==> src/rtl/tdg_pkg.sv <==
package tdg_pkg;

  typedef enum logic {
    GUARD_ARMED   = 1'b0,
    GUARD_TRIPPED = 1'b1
  } guard_state_e;

  function automatic int cnt_width(input int limit);
    int w;
    w = 1;
    while ((1 << w) < limit) w++;
    return w;
  endfunction

endpackage

==> src/rtl/tdg_run_counter.sv <==
module tdg_run_counter #(
  parameter int LIMIT = 16
) (
  input  logic clk,
  input  logic rst_n,
  input  logic clear,
  input  logic hit,
  output logic done
);
  localparam int W = tdg_pkg::cnt_width(LIMIT);
  localparam logic [W-1:0] LAST = W'(LIMIT - 1);

  logic [W-1:0] run_q;

  assign done = hit && !clear && (run_q == LAST);

  always_ff @(posedge clk or negedge rst_n) begin
    if (!rst_n) begin
      run_q <= '0;
    end else if (clear || !hit || done) begin
      run_q <= '0;
    end else begin
      run_q <= run_q + 1'b1;
    end
  end
endmodule

==> src/rtl/tdg_trip_state.sv <==
module tdg_trip_state
  import tdg_pkg::*;
(
  input  logic clk,
  input  logic rst_n,
  input  logic set_trip,
  input  logic clr_trip,
  output logic is_tripped
);
  guard_state_e state_q, state_d;

  always_comb begin
    state_d = state_q;
    unique case (state_q)
      GUARD_ARMED:   if (set_trip) state_d = GUARD_TRIPPED;
      GUARD_TRIPPED: if (clr_trip) state_d = GUARD_ARMED;
      default:       state_d = GUARD_ARMED;
    endcase
  end

  always_ff @(posedge clk or negedge rst_n) begin
    if (!rst_n) state_q <= GUARD_ARMED;
    else        state_q <= state_d;
  end

  assign is_tripped = (state_q == GUARD_TRIPPED);
endmodule

==> src/rtl/tdg_drive_gate.sv <==
module tdg_drive_gate (
  input  logic enable,
  input  logic tx_level,
  input  logic hold_off,
  output logic pull_dom
);
  always_comb begin
    pull_dom = 1'b0;
    if (enable && !hold_off && !tx_level) pull_dom = 1'b1;
  end
endmodule

==> src/rtl/txd_dom_guard.sv <==
module txd_dom_guard #(
  parameter int TIMEOUT_CYC = 1000000,
  parameter int RECOVER_CYC = 1100
) (
  input  logic clk,
  input  logic rst_n,
  input  logic comm_en,
  input  logic txd,
  output logic drv_dom,
  output logic tripped
);
  logic low_done;
  logic high_done;
  logic trip_q;

  // Dominant run: counts consecutive low samples while armed.
  tdg_run_counter #(.LIMIT(TIMEOUT_CYC)) u_low_run (
    .clk   (clk),
    .rst_n (rst_n),
    .clear (trip_q),
    .hit   (!txd),
    .done  (low_done)
  );

  // Recovery run: counts consecutive high samples while tripped.
  tdg_run_counter #(.LIMIT(RECOVER_CYC)) u_high_run (
    .clk   (clk),
    .rst_n (rst_n),
    .clear (!trip_q),
    .hit   (txd),
    .done  (high_done)
  );

  tdg_trip_state u_state (
    .clk        (clk),
    .rst_n      (rst_n),
    .set_trip   (low_done),
    .clr_trip   (high_done),
    .is_tripped (trip_q)
  );

  tdg_drive_gate u_gate (
    .enable   (comm_en),
    .tx_level (txd),
    .hold_off (trip_q),
    .pull_dom (drv_dom)
  );

  assign tripped = trip_q;
endmodule

==> config.mk <==
export PLATFORM = sky130hd
export DESIGN_NAME = txd_dom_guard
export DESIGN_NICKNAME = d
export VERILOG_FILES = /design/src/rtl/tdg_pkg.sv /design/src/rtl/tdg_run_counter.sv /design/src/rtl/tdg_trip_state.sv /design/src/rtl/tdg_drive_gate.sv /design/src/rtl/txd_dom_guard.sv
export SDC_FILE = /design/constraint.sdc
export NUM_CORES = 1
export LEC_CHECK = 0
export BUFFER_PORTS_ARGS = -buffer_cell sky130_fd_sc_hd__buf_2
export CORE_MARGIN = 1
export CORE_UTILIZATION = 50
export DETAILED_ROUTE_END_ITERATION = 7
export PLACE_DENSITY = 0.7
export SETUP_SLACK_MARGIN = 0.5
export SYNTH_ARGS = -nofsm -noshare
export SYNTH_HDL_FRONTEND = slang
export SYNTH_HIERARCHICAL = 1
export SYNTH_SLANG_ARGS = --single-unit
==> constraint.sdc <==
create_clock -name clk -period 3.95 [get_ports clk]
set_input_delay 0.79 -clock clk [delete_from_list [all_inputs] [get_ports clk]]
set_output_delay 0.79 -clock clk [all_outputs]
set_load 0.005 [all_outputs]
## Word-level counts from Yosys, hierarchy flattened

Index checks and enable logic that the tools add are counted.

| cells by class | value |
|---|---|
| add/subtract/negate cells | 2 |
| eq/ne operators | 2 |
| multiplexer cells | 6 |
| bitwise operators | 1 |
| reductions and logical operators | 12 |

Operators with widths:

| operator | count |
|---|---|
| $add 20x1->20 const B | 1 |
| $eq 20x20->1 const B | 1 |
| $mux 20 | 1 |
| $add 11x1->11 const B | 1 |
| $eq 11x11->1 const B | 1 |
| $mux 11 | 1 |
| $logic_and 1x1->1 | 6 |
| $logic_or 1x1->1 | 4 |
| $mux 1 | 3 |
| $logic_not 1->1 | 2 |
| $pmux 1 s2 | 1 |
| $not 1->1 | 1 |

| word-level totals | value |
|---|---|
| bits in registers | 32 |
| bits of input ports | 4 |
| output and inout port bits | 2 |
| logic and storage cells | 26 |

## Longest topological paths before layout

Gate-level depths: netlist of the first run.

| depth | value |
|---|---|
| word-level depth | 5 |
| gate-level depth with buffers | 6 |
| gate-level depth less buffers | 6 |

## Modules after synthesis

The synthesis of the first run kept the hierarchy.

Modules (own cells, without submodules):

| module | times used | cells an instance | area each (sq um) | seq. area each (sq um) |
|---|---|---|---|---|
| tdg_run_counter (u_low_run) | 1 | 109 | 1027.2 | 500.5 |
| tdg_run_counter (u_high_run) | 1 | 56 | 556.8 | 275.3 |
| tdg_trip_state | 1 | 3 | 38.8 | 25.0 |
| tdg_drive_gate | 1 | 1 | 12.5 | 0.0 |
| txd_dom_guard | 1 | 2 | 7.5 | 0.0 |

## Least setup slack after synthesis of the first run

OpenSTA, ideal clock, no wires.

| timing path | value |
|---|---|
| kind | reg2reg |
| from | register u_low_run.run_q[0] |
| to | register u_low_run.run_q[10] |
| library setup time | 0.121 ns |
| arrival time | 1.787 ns |
| data required time | 3.829 ns |
| setup slack | 2.041 ns |
| stages on the path, launching flop included | 7 |
| buffers on the path | 1 |
| clock period less this slack | 1.909 ns |
| cells stage by stage | dfrtp_1 ha_1 nand4_1 or2_2 o31ai_4 buf_2 nor2_1 |

| between the ends | value |
|---|---|
| cells in the longest elaborated chain, start to end | 4 |
| elaborated cells between the ends (all ways) | 5 |
| classes of those cells | 1 x add/sub; 1 x eq/ne; 1 x mux; 2 x reduce/logical |

Ends and longest elaborated chain:

| element | line | source |
|---|---|---|
| start: declaration | tdg_run_counter.sv:13 | `logic [W-1:0] run_q;` |
| start signal: assignment | tdg_run_counter.sv:23 | `run_q <= run_q + 1'b1;` |
| branches (longest 3 deep; another with $add 20x1->20) | - |  |
| $mux 20 * | tdg_run_counter.sv:20 | `end else if (clear \|\| !hit \|\| done) begin` |

Mark *: on every way between the ends.

## Worst setup path after layout of the first run

| timing path | value |
|---|---|
| from | register u_low_run.run_q[0] |
| to | register u_low_run.run_q[6] |

The elaborated chain is that of the path after synthesis.

==> flow_metrics.env, run 1 <==
export IMPL_worst_path_max_delay_cell="o31ai_4"
export IMPL_fin_ws_ns=1.70
export IMPL_initial_core_util_pct=53.4
export IMPL_grt_overflow=0
export IMPL_vias=1248
export IMPL_reg2reg_depth=5
export IMPL_path_delay_family="simple AND/OR/NAND/NOR gates"
export IMPL_grt_pass1_wl_um=5060
export IMPL_finalCritPeriodShare_pct=56.9
export IMPL_critical_path_class="flop to flop"
export IMPL_diodes=0
export IMPL_cp_num_cells=5
export IMPL_wl_um=2850
export IMPL_synth_common_cells="32 x dfrtp_1, 22 x nor2_1, 12 x a21oi_1"
export IMPL_h_tree_depth=2
export IMPL_yosysMostFrequentCell="dfrtp_1"
export IMPL_hold_path_startpoint="u_high_run/run_q[0]"
export IMPL_die_h_um=59.3
export IMPL_clk_pin_slew_ns=0.09
export IMPL_die_w_um=59.3
export IMPL_reg2reg_slack_ns=1.70
export IMPL_cts_buffers_inserted=5
export IMPL_r2r_end="u_low_run/run_q[6]"
export IMPL_r2r_start="u_low_run/run_q[0]"
export IMPL_slew_limit_headroom_pct=47.7
export IMPL_hold_path_cell_count=1
export IMPL_vdd_drop_max_uv=169
export IMPL_grt_usage_pct=19.7
export IMPL_first_pass_iters=4
export IMPL_grt_antenna_before_repair=0
export IMPL_synth_flop_cell="dfrtp_1"
export IMPL_post_cts_setup_buffer_count=0
export IMPL_drc=0
export IMPL_hold_violations=0
export IMPL_syn_inst=171
export IMPL_ys_warn_count=6
export IMPL_synthTopCellsByArea="dfrtp_1 49%, xnor2_1 5.3%, nor2_1 5.0%"
export IMPL_synth_nets=177
export IMPL_rows=20
export IMPL_fin_worst_skew_ns=0.00813
export IMPL_post_drt_wl_per_cell_um=12.8
export IMPL_synth_edf_count=0
export IMPL_crit_path_start_kind="flop"
export IMPL_netlist_area_sq_um=1640
export IMPL_cts_resized=0
export IMPL_endpoint_kind="flop"
export IMPL_status="completed"
export IMPL_synth_top_cell_by_area="dfrtp_1"
export IMPL_arrival_ns=2.43
export IMPL_hp_class="flop to flop"
export IMPL_p_leak_nw=0.633
export IMPL_die_area_sq_um=3520
export IMPL_synthArstFlopShare_pct=100
export IMPL_grt_max_degree=33
export IMPL_cts_root_buf="clkbuf_4"
export IMPL_drive_gt1_share_pct=10.7
export IMPL_cp_num_buf_inv=0
export IMPL_clk_insertion_delay_late_ns=0.32
export IMPL_cts_num_sinks=32
export IMPL_slew_viol_final=0
export IMPL_drtAntennaViolNets=0
export IMPL_tightest_slew_ns=0.784
export IMPL_yosysSeqAreaShare_pct=48.7
export IMPL_avgSynthCellArea_sq_um=9.61
export IMPL_critPathMaxStageDelay_ns=0.70
export IMPL_whs_endpoint="u_high_run/run_q[0]"
export IMPL_postCtsHoldBufs=0
export IMPL_area_delta_synth_final_pct=6.24
export IMPL_vias_per_cell=5.62
export IMPL_critPathMaxFanout=19
export IMPL_gp_congestion=0.820
export IMPL_synth_cell_types=28
export IMPL_fmax_mhz=445
export IMPL_post_route_min_period_ns=2.25
export IMPL_numPortBuffers=5
export IMPL_ios=6
export IMPL_cp_cell_sequence="ha_1, nand4_1, or2_2, o31ai_4, nor2_1"
export IMPL_power_per_cell_area_nw_per_um2=291
export IMPL_nets=186
export IMPL_synth_top_area_share_pct=48.7
export IMPL_crit_required_ns=4.13
export IMPL_maxCapViolations=0
export IMPL_coreArea_sq_um=3080
export IMPL_grt_pass1_vias=1092
export IMPL_place_ws_ns=1.72
export IMPL_dpl_hpwl_um=1990
export IMPL_first_iter_violations=102
export IMPL_clock_path_buffers=2
export IMPL_fin_tns_setup_ns=0
export IMPL_rsz0062_at_grt="false"
export IMPL_setup_viol=0
export IMPL_ys_ff_latch=32
export IMPL_cts_tree="done"
-- metal layers --
metal  share of wire (%)  vias up  routed length, um  global-route usage [%]
met5                   0        -                  0                       0
met4                 1.5        0                 42                    10.5
met3                 3.5        5                100                    5.24
met2                  43       23               1230                    25.8
met1                  52      593               1470                    29.0
li1                    -      627                  -                       -
-- kinds of logic (layout without fill, tap and decap cells) --
kind of cell	count (synthesis)	after routing	share of synthesized area (%)
mux	1	1	0.609
fa+ha+maj	2	2	1.52
flops	32	32	48.7
simple gates	82	82	28.0
buf+inv	14	21	3.43
compound gates	25	25	9.67
xor+xnor	15	15	8.00
-- state kept, by name, summed over array words and instances (netlist names) --
register	cells
u_low_run/run_q	20
u_high_run/run_q	11
u_state/is_tripped	1
-- stage by stage --
step	cells	power [mW]	utilization (%)	cell area (sq um)	hold WS, ns
CTS	222	0.519	56.7	1750	0.491
finish	222	0.508	56.7	1750	0.487
floorplan	171	0.349	-	1640	0.453
detailed placement	217	0.360	55.5	1710	0.477
global route	222	0.535	56.7	1750	0.517
global placement	217	0.359	55.5	1710	0.466
-- placed cells by master, fill, tap and decap left out, types with 2 or more instances in the layout --
cell and n:
o31ai_1 5, inv_1 11, nor4_1 5, xor2_1 5
nand3_2 4, or2_2 2, nand4_1 6, o21ai_0 6
xnor2_1 10, nor2_1 22, or4_1 8, nor4b_1 2
a21oi_1 12, ha_1 2, nand3_1 7, nor3_1 2
buf_2 5, nand2_1 11, clkbuf_4 5, dfrtp_1 32
or3_1 7, nor2b_1 2
-- worst max path at each step --
stage | startpoint | end | slack [ns]
2_1_floorplan | u_low_run/run_q[0] | u_low_run/run_q[10] | 2.04
3_3_place_gp | u_low_run/run_q[0] | u_low_run/run_q[12] | 1.82
3_5_place_dp | u_low_run/run_q[0] | u_low_run/run_q[14] | 1.72
4_1_cts | u_low_run/run_q[0] | u_low_run/run_q[9] | 1.71
5_1_grt | u_low_run/run_q[0] | u_low_run/run_q[3] | 1.49
6_report | u_low_run/run_q[0] | u_low_run/run_q[6] | 1.70
-- worst reg2reg max path, stage by stage, from the launching register on --
cell	delay, ns
dfrtp_1	0.40
ha_1	0.23
nand4_1	0.25
or2_2	0.41
o31ai_4	0.70
nor2_1	0.13
-- power breakdown --
group | switching (mW) | internal, mW | leakage (nW)
Combinational | 0.0147 | 0.00573 | 0.168
Sequential | 0.00270 | 0.330 | 0.443
Clock | 0.0962 | 0.0594 | 0.0230
-- area by class of cell --
cell class / count / area [sq um]
sequential: 32 / 801
timing repair buffer: 5 / 25.0
tap: 44 / 55.1
multi-input combinational: 125 / 786
inverter: 11 / 41.3
clock buffer: 5 / 37.5
fill: 272 / 1330
Power figures use the tool's default switching activity.
==> run 2: changes to the inputs <==
==> constraint.sdc (replaced) <==
create_clock -name clk -period 2.1 [get_ports clk]
set_input_delay 0.42 -clock clk [delete_from_list [all_inputs] [get_ports clk]]
set_output_delay 0.42 -clock clk [all_outputs]
set_load 0.005 [all_outputs]
==> flow_metrics.env, run 2 (synthesized netlist as in run 1, its figures left out) <==
export IMPL_grt_pass1_wl_um=6070
export IMPL_gp_congestion=0.792
export IMPL_fin_tns_setup_ns=0
export IMPL_worst_path_max_delay_cell="or4_4"
export IMPL_maxCapViolations=0
export IMPL_drc=0
export IMPL_drive_gt1_share_pct=35.0
export IMPL_busiest_layer="met2"
export IMPL_coreArea_sq_um=3080
export IMPL_vias_per_cell=5.66
export IMPL_critPathMaxFanout=5
export IMPL_power_per_cell_area_nw_per_um2=509
export IMPL_dp_cells=218
export IMPL_crit_required_ns=2.36
export IMPL_die_area_sq_um=3520
export IMPL_cts_num_sinks=32
export IMPL_clk_insertion_delay_late_ns=0.34
export IMPL_p_leak_nw=0.778
export IMPL_critPathMaxStageDelay_ns=0.46
export IMPL_cts_buffers_inserted=5
export IMPL_fin_worst_skew_ns=0.00692
export IMPL_first_pass_iters=4
export IMPL_mostFrequentLayoutCells="31 x dfrtp_1, 20 x buf_4, 11 x inv_1, 11 x nand2_1, 11 x nor2_1"
export IMPL_hold_violations=0
export IMPL_tightest_slew_ns=0.713
export IMPL_grt_usage_pct=23.8
export IMPL_finalCritPeriodShare_pct=85.7
export IMPL_slew_limit_headroom_pct=52.5
export IMPL_largest_reg_flops=20
export IMPL_slew_viol_final=0
export IMPL_cpMostUsedCell="buf_4"
export IMPL_final_common_cell="dfrtp_1"
export IMPL_layoutNonFillerInstCount=250
export IMPL_die_w_um=59.3
export IMPL_path_delay_family="simple AND/OR/NAND/NOR gates"
export IMPL_crit_path_start_kind="flop"
export IMPL_h_tree_depth=2
export IMPL_critical_path_class="flop to flop"
export IMPL_area_delta_synth_final_pct=26.8
export IMPL_grt_max_degree=33
export IMPL_fill_cells=223
export IMPL_total_power_mw=1.06
export IMPL_use_met2_pct=41.1
export IMPL_grt_antenna_before_repair=0
export IMPL_grt_util_met3_pct=6.99
export IMPL_met1_usage_pct=25.7
export IMPL_arrival_ns=2.06
export IMPL_post_route_min_period_ns=1.80
export IMPL_whs_ns=0.124
export IMPL_clk_pin_slew_ns=0.10
export IMPL_setup_viol=0
export IMPL_grt_pass1_vias=1426
export IMPL_rows=20
export IMPL_numPortBuffers=5
export IMPL_post_drt_wl_per_cell_um=15.2
export IMPL_diodes=0
export IMPL_grt_overflow=0
export IMPL_dpl_hpwl_um=2220
export IMPL_cp_cell_sequence="buf_4, nand2_1, or4_4, buf_4, or3_1, a21oi_2"
export IMPL_vdd_drop_max_uv=361
export IMPL_regMostFlops="u_low_run/run_q"
export IMPL_first_iter_violations=101
export IMPL_cp_num_buf_inv=2
export IMPL_clock_path_buffers=2
export IMPL_cts_root_buf="clkbuf_4"
export IMPL_fmax_mhz=556
export IMPL_nets=211
export IMPL_hp_class="primary input to async pin"
export IMPL_cts_tree="done"
export IMPL_status="completed"
export IMPL_die_h_um=59.3
export IMPL_wl_um=3810
export IMPL_initial_core_util_pct=53.4
export IMPL_vias=1415
export IMPL_ios=6
export IMPL_drtAntennaViolNets=0
export IMPL_endpoint_kind="flop"
export IMPL_rsz0062_at_grt="true"
-- run 2: changes by cell type in the layout (fill, tap and decap cells not counted), sizes merged --
cell    before  now
buf          5   30
clkinv       0    2
clkbuf       5    6
-- run 2: timing repair --
item | in CTS | in global routing
resized for setup | 14 | 21
cloned | 3 | 0
hold buffers | 0 | 0
setup buffers | 17 | 4
pin swaps | 7 | 7
setup endpoints to repair | 26 | 21
-- run 2: layout make-up --
| cell class | instances | area (sq um) | area share [%] |
|---|---|---|---|
| Multi-Input combinational cell | 125 | 892 | 42.8 |
| Sequential cell | 32 | 802 | 38.5 |
| Timing Repair Buffer | 30 | 231 | 11.1 |
| Tap cell | 44 | 55.1 | 2.64 |
| Clock buffer | 6 | 51.3 | 2.46 |
| Inverter | 11 | 41.3 | 1.98 |
| Clock inverter | 2 | 10.0 | 0.480 |
-- run 2: per-stage QoR --
stage / util, % / area, sq um / setup WS (ns)
6_report: 67.7 / 2080 / 0.301
5_1_grt: 67.7 / 2080 / 0.213
4_1_cts: 64.3 / 1980 / 0.336
3_5_place_dp: 55.9 / 1720 / 0.141
3_3_place_gp: 55.9 / 1720 / 0.237
2_1_floorplan: - / 1650 / 0.327
-- run 2: per-layer routing --
metal,routed length [um],up-vias
met4,109,0
met1,1580,694
met5,0,-
li1,-,680
met3,126,11
met2,1990,30
-- run 2: path summary, 6_finish.rpt --
check / start / end / slack (ns) / cells after the start
max: u_low_run/run_q[0] / u_low_run/run_q[15] / 0.30 / 6
min in group clk: txd / u_low_run/run_q[2] / 0.44 / 4
max reg2reg: u_low_run/run_q[0] / u_low_run/run_q[15] / 0.30 / 6
max in group asynchronous: rst_n / u_state/is_tripped / 1.49 / 1
min: rst_n / u_high_run/run_q[10] / 0.12 / 1
min reg2reg: u_high_run/run_q[0] / u_high_run/run_q[0] / 0.48 / 1
-- run 2: report_power, final --
part | switching, mW | internal [mW] | total [mW]
sequential | 0.00475 | 0.620 | 0.625
combinational | 0.0387 | 0.0250 | 0.0637
clock | 0.213 | 0.159 | 0.372
total | 0.256 | 0.805 | 1.06
==> run 3: changes to the inputs <==
--- a/config.mk
+++ b/config.mk
@@ -10,6 +10,7 @@
 export CORE_UTILIZATION = 50
 export DETAILED_ROUTE_END_ITERATION = 7
 export PLACE_DENSITY = 0.7
+export RECOVER_POWER = 100
 export SETUP_SLACK_MARGIN = 0.5
 export SYNTH_ARGS = -nofsm -noshare
 export SYNTH_HDL_FRONTEND = slang
==> flow_metrics.env, run 3 (synthesized netlist as in run 1, its figures left out) <==
export IMPL_dpl_hpwl_um=2220
export IMPL_initial_core_util_pct=53.4
export IMPL_die_area_sq_um=3520
export IMPL_arrival_ns=2.09
export IMPL_p_leak_nw=0.777
export IMPL_drtAntennaViolNets=0
export IMPL_cts_buffers_inserted=5
export IMPL_post_route_min_period_ns=1.86
export IMPL_diodes=0
export IMPL_final_core_util_pct=65.8
export IMPL_clock_path_buffers=2
export IMPL_regMostFlops="u_low_run/run_q"
export IMPL_largest_reg_flops=20
export IMPL_crit_path_start_kind="flop"
export IMPL_layoutNonFillerInstCount=250
export IMPL_clk_pin_slew_ns=0.10
export IMPL_postCtsHoldBufs=0
export IMPL_h_tree_depth=2
export IMPL_nets=211
export IMPL_hp_class="primary input to async pin"
export IMPL_cts_num_sinks=32
export IMPL_postLayoutCellArea_sq_um=2030
export IMPL_setup_viol=0
export IMPL_finalCritPeriodShare_pct=88.4
export IMPL_dpl_cell_area_sq_um=1720
export IMPL_critical_path_class="flop to flop"
export IMPL_fmax_mhz=539
export IMPL_clk_insertion_delay_late_ns=0.33
export IMPL_ios=6
export IMPL_grt_pass1_wl_um=6070
export IMPL_critPathMaxFanout=4
export IMPL_slew_viol_final=0
export IMPL_rsz0062_at_grt="true"
export IMPL_status="completed"
export IMPL_grt_usage_pct=23.8
export IMPL_slew_limit_headroom_pct=52.8
export IMPL_grt_max_degree=33
export IMPL_die_w_um=59.3
export IMPL_mostFrequentLayoutCells="32 x dfrtp_1, 20 x buf_4, 18 x nor2_1, 11 x inv_1, 11 x nand2_1"
export IMPL_total_power_mw=1.05
export IMPL_cts_tree="done"
export IMPL_drive_gt1_share_pct=27.7
export IMPL_whs_ns=0.126
export IMPL_power_per_cell_area_nw_per_um2=520
export IMPL_dp_cells=218
export IMPL_rows=20
export IMPL_fin_worst_skew_ns=0.00620
export IMPL_area_delta_synth_final_pct=23.3
export IMPL_grt_overflow=0
export IMPL_tightest_slew_ns=0.707
export IMPL_die_h_um=59.3
export IMPL_first_iter_violations=137
export IMPL_vias_per_cell=5.60
export IMPL_wl_um=3790
export IMPL_vdd_drop_max_uv=361
export IMPL_numPortBuffers=5
export IMPL_post_drt_wl_per_cell_um=15.2
export IMPL_grt_pass1_vias=1426
export IMPL_fin_tns_setup_ns=0
export IMPL_vias=1400
export IMPL_final_common_cell="dfrtp_1"
export IMPL_first_pass_iters=4
export IMPL_maxCapViolations=0
export IMPL_crit_required_ns=2.33
export IMPL_cts_root_buf="clkbuf_4"
export IMPL_hold_violations=0
export IMPL_place_ws_ns=0.141
export IMPL_fin_ws_ns=0.244
export IMPL_gp_congestion=0.792
export IMPL_grt_antenna_before_repair=0
export IMPL_coreArea_sq_um=3080
export IMPL_drc=0
export IMPL_endpoint_kind="flop"
run 3: cell types whose count changed in the layout (fill, tap and decap cells not counted), sizes merged:
cell    before  now
buf         30   29
clkbuf       6    7
run 3: path summary, 6_finish.rpt:
kind                                     startpoint                   to  slack (ns)  cells after the start
worst min-delay path                          rst_n   u_state/is_tripped        0.13                      1
worst max register to register   u_low_run/run_q[0]   u_low_run/run_q[7]        0.24                      7
worst min register to register  u_high_run/run_q[0]  u_high_run/run_q[0]        0.48                      1
max in group asynchronous                     rst_n   u_low_run/run_q[3]        1.52                      1
min in group clk                                txd   u_low_run/run_q[2]        0.43                      4
worst max-delay path             u_low_run/run_q[0]   u_low_run/run_q[7]        0.24                      7
run 3: power by group:
part	internal (mW)	switching [mW]
Sequential	0.620	0.00453
Combinational	0.0231	0.0358
Clock	0.159	0.210
Total	0.803	0.251
run 3: final cells by class:
cell class	instances	area, sq um
Tap cell	44	55.1
Fill cell	245	1050
Sequential cell	32	801
Timing Repair Buffer	30	225
Clock inverter	2	10.0
Clock buffer	6	51.3
Inverter	11	41.3
Multi-Input combinational cell	125	842
run 3: repair_timing:
| item | CTS | global route |
|---|---|---|
| resized for setup | 14 | 21 |
| cloned | 3 | 0 |
| setup buffers | 17 | 4 |
| pin swaps | 7 | 7 |
| endpoints found under the hold margin | 0 | 0 |
| setup endpoints to repair | 26 | 21 |
run 3: worst max-delay path, cell delays in order, from the launching register on:
cell and delay, ns:
dfrtp_1 0.39, ha_1 0.18, nand4_1 0.17, or2_0 0.35, o31ai_4 0.27, buf_6 0.15
clkbuf_2 0.19, nor2_1 0.05
run 3: layer usage:
layer	GRT usage (%)	vias up	wire, um
met1	25.7	688	1570
met3	6.99	11	117
met5	0	-	0
li1	-	679	-
met4	13.6	0	110
met2	41.1	22	2000
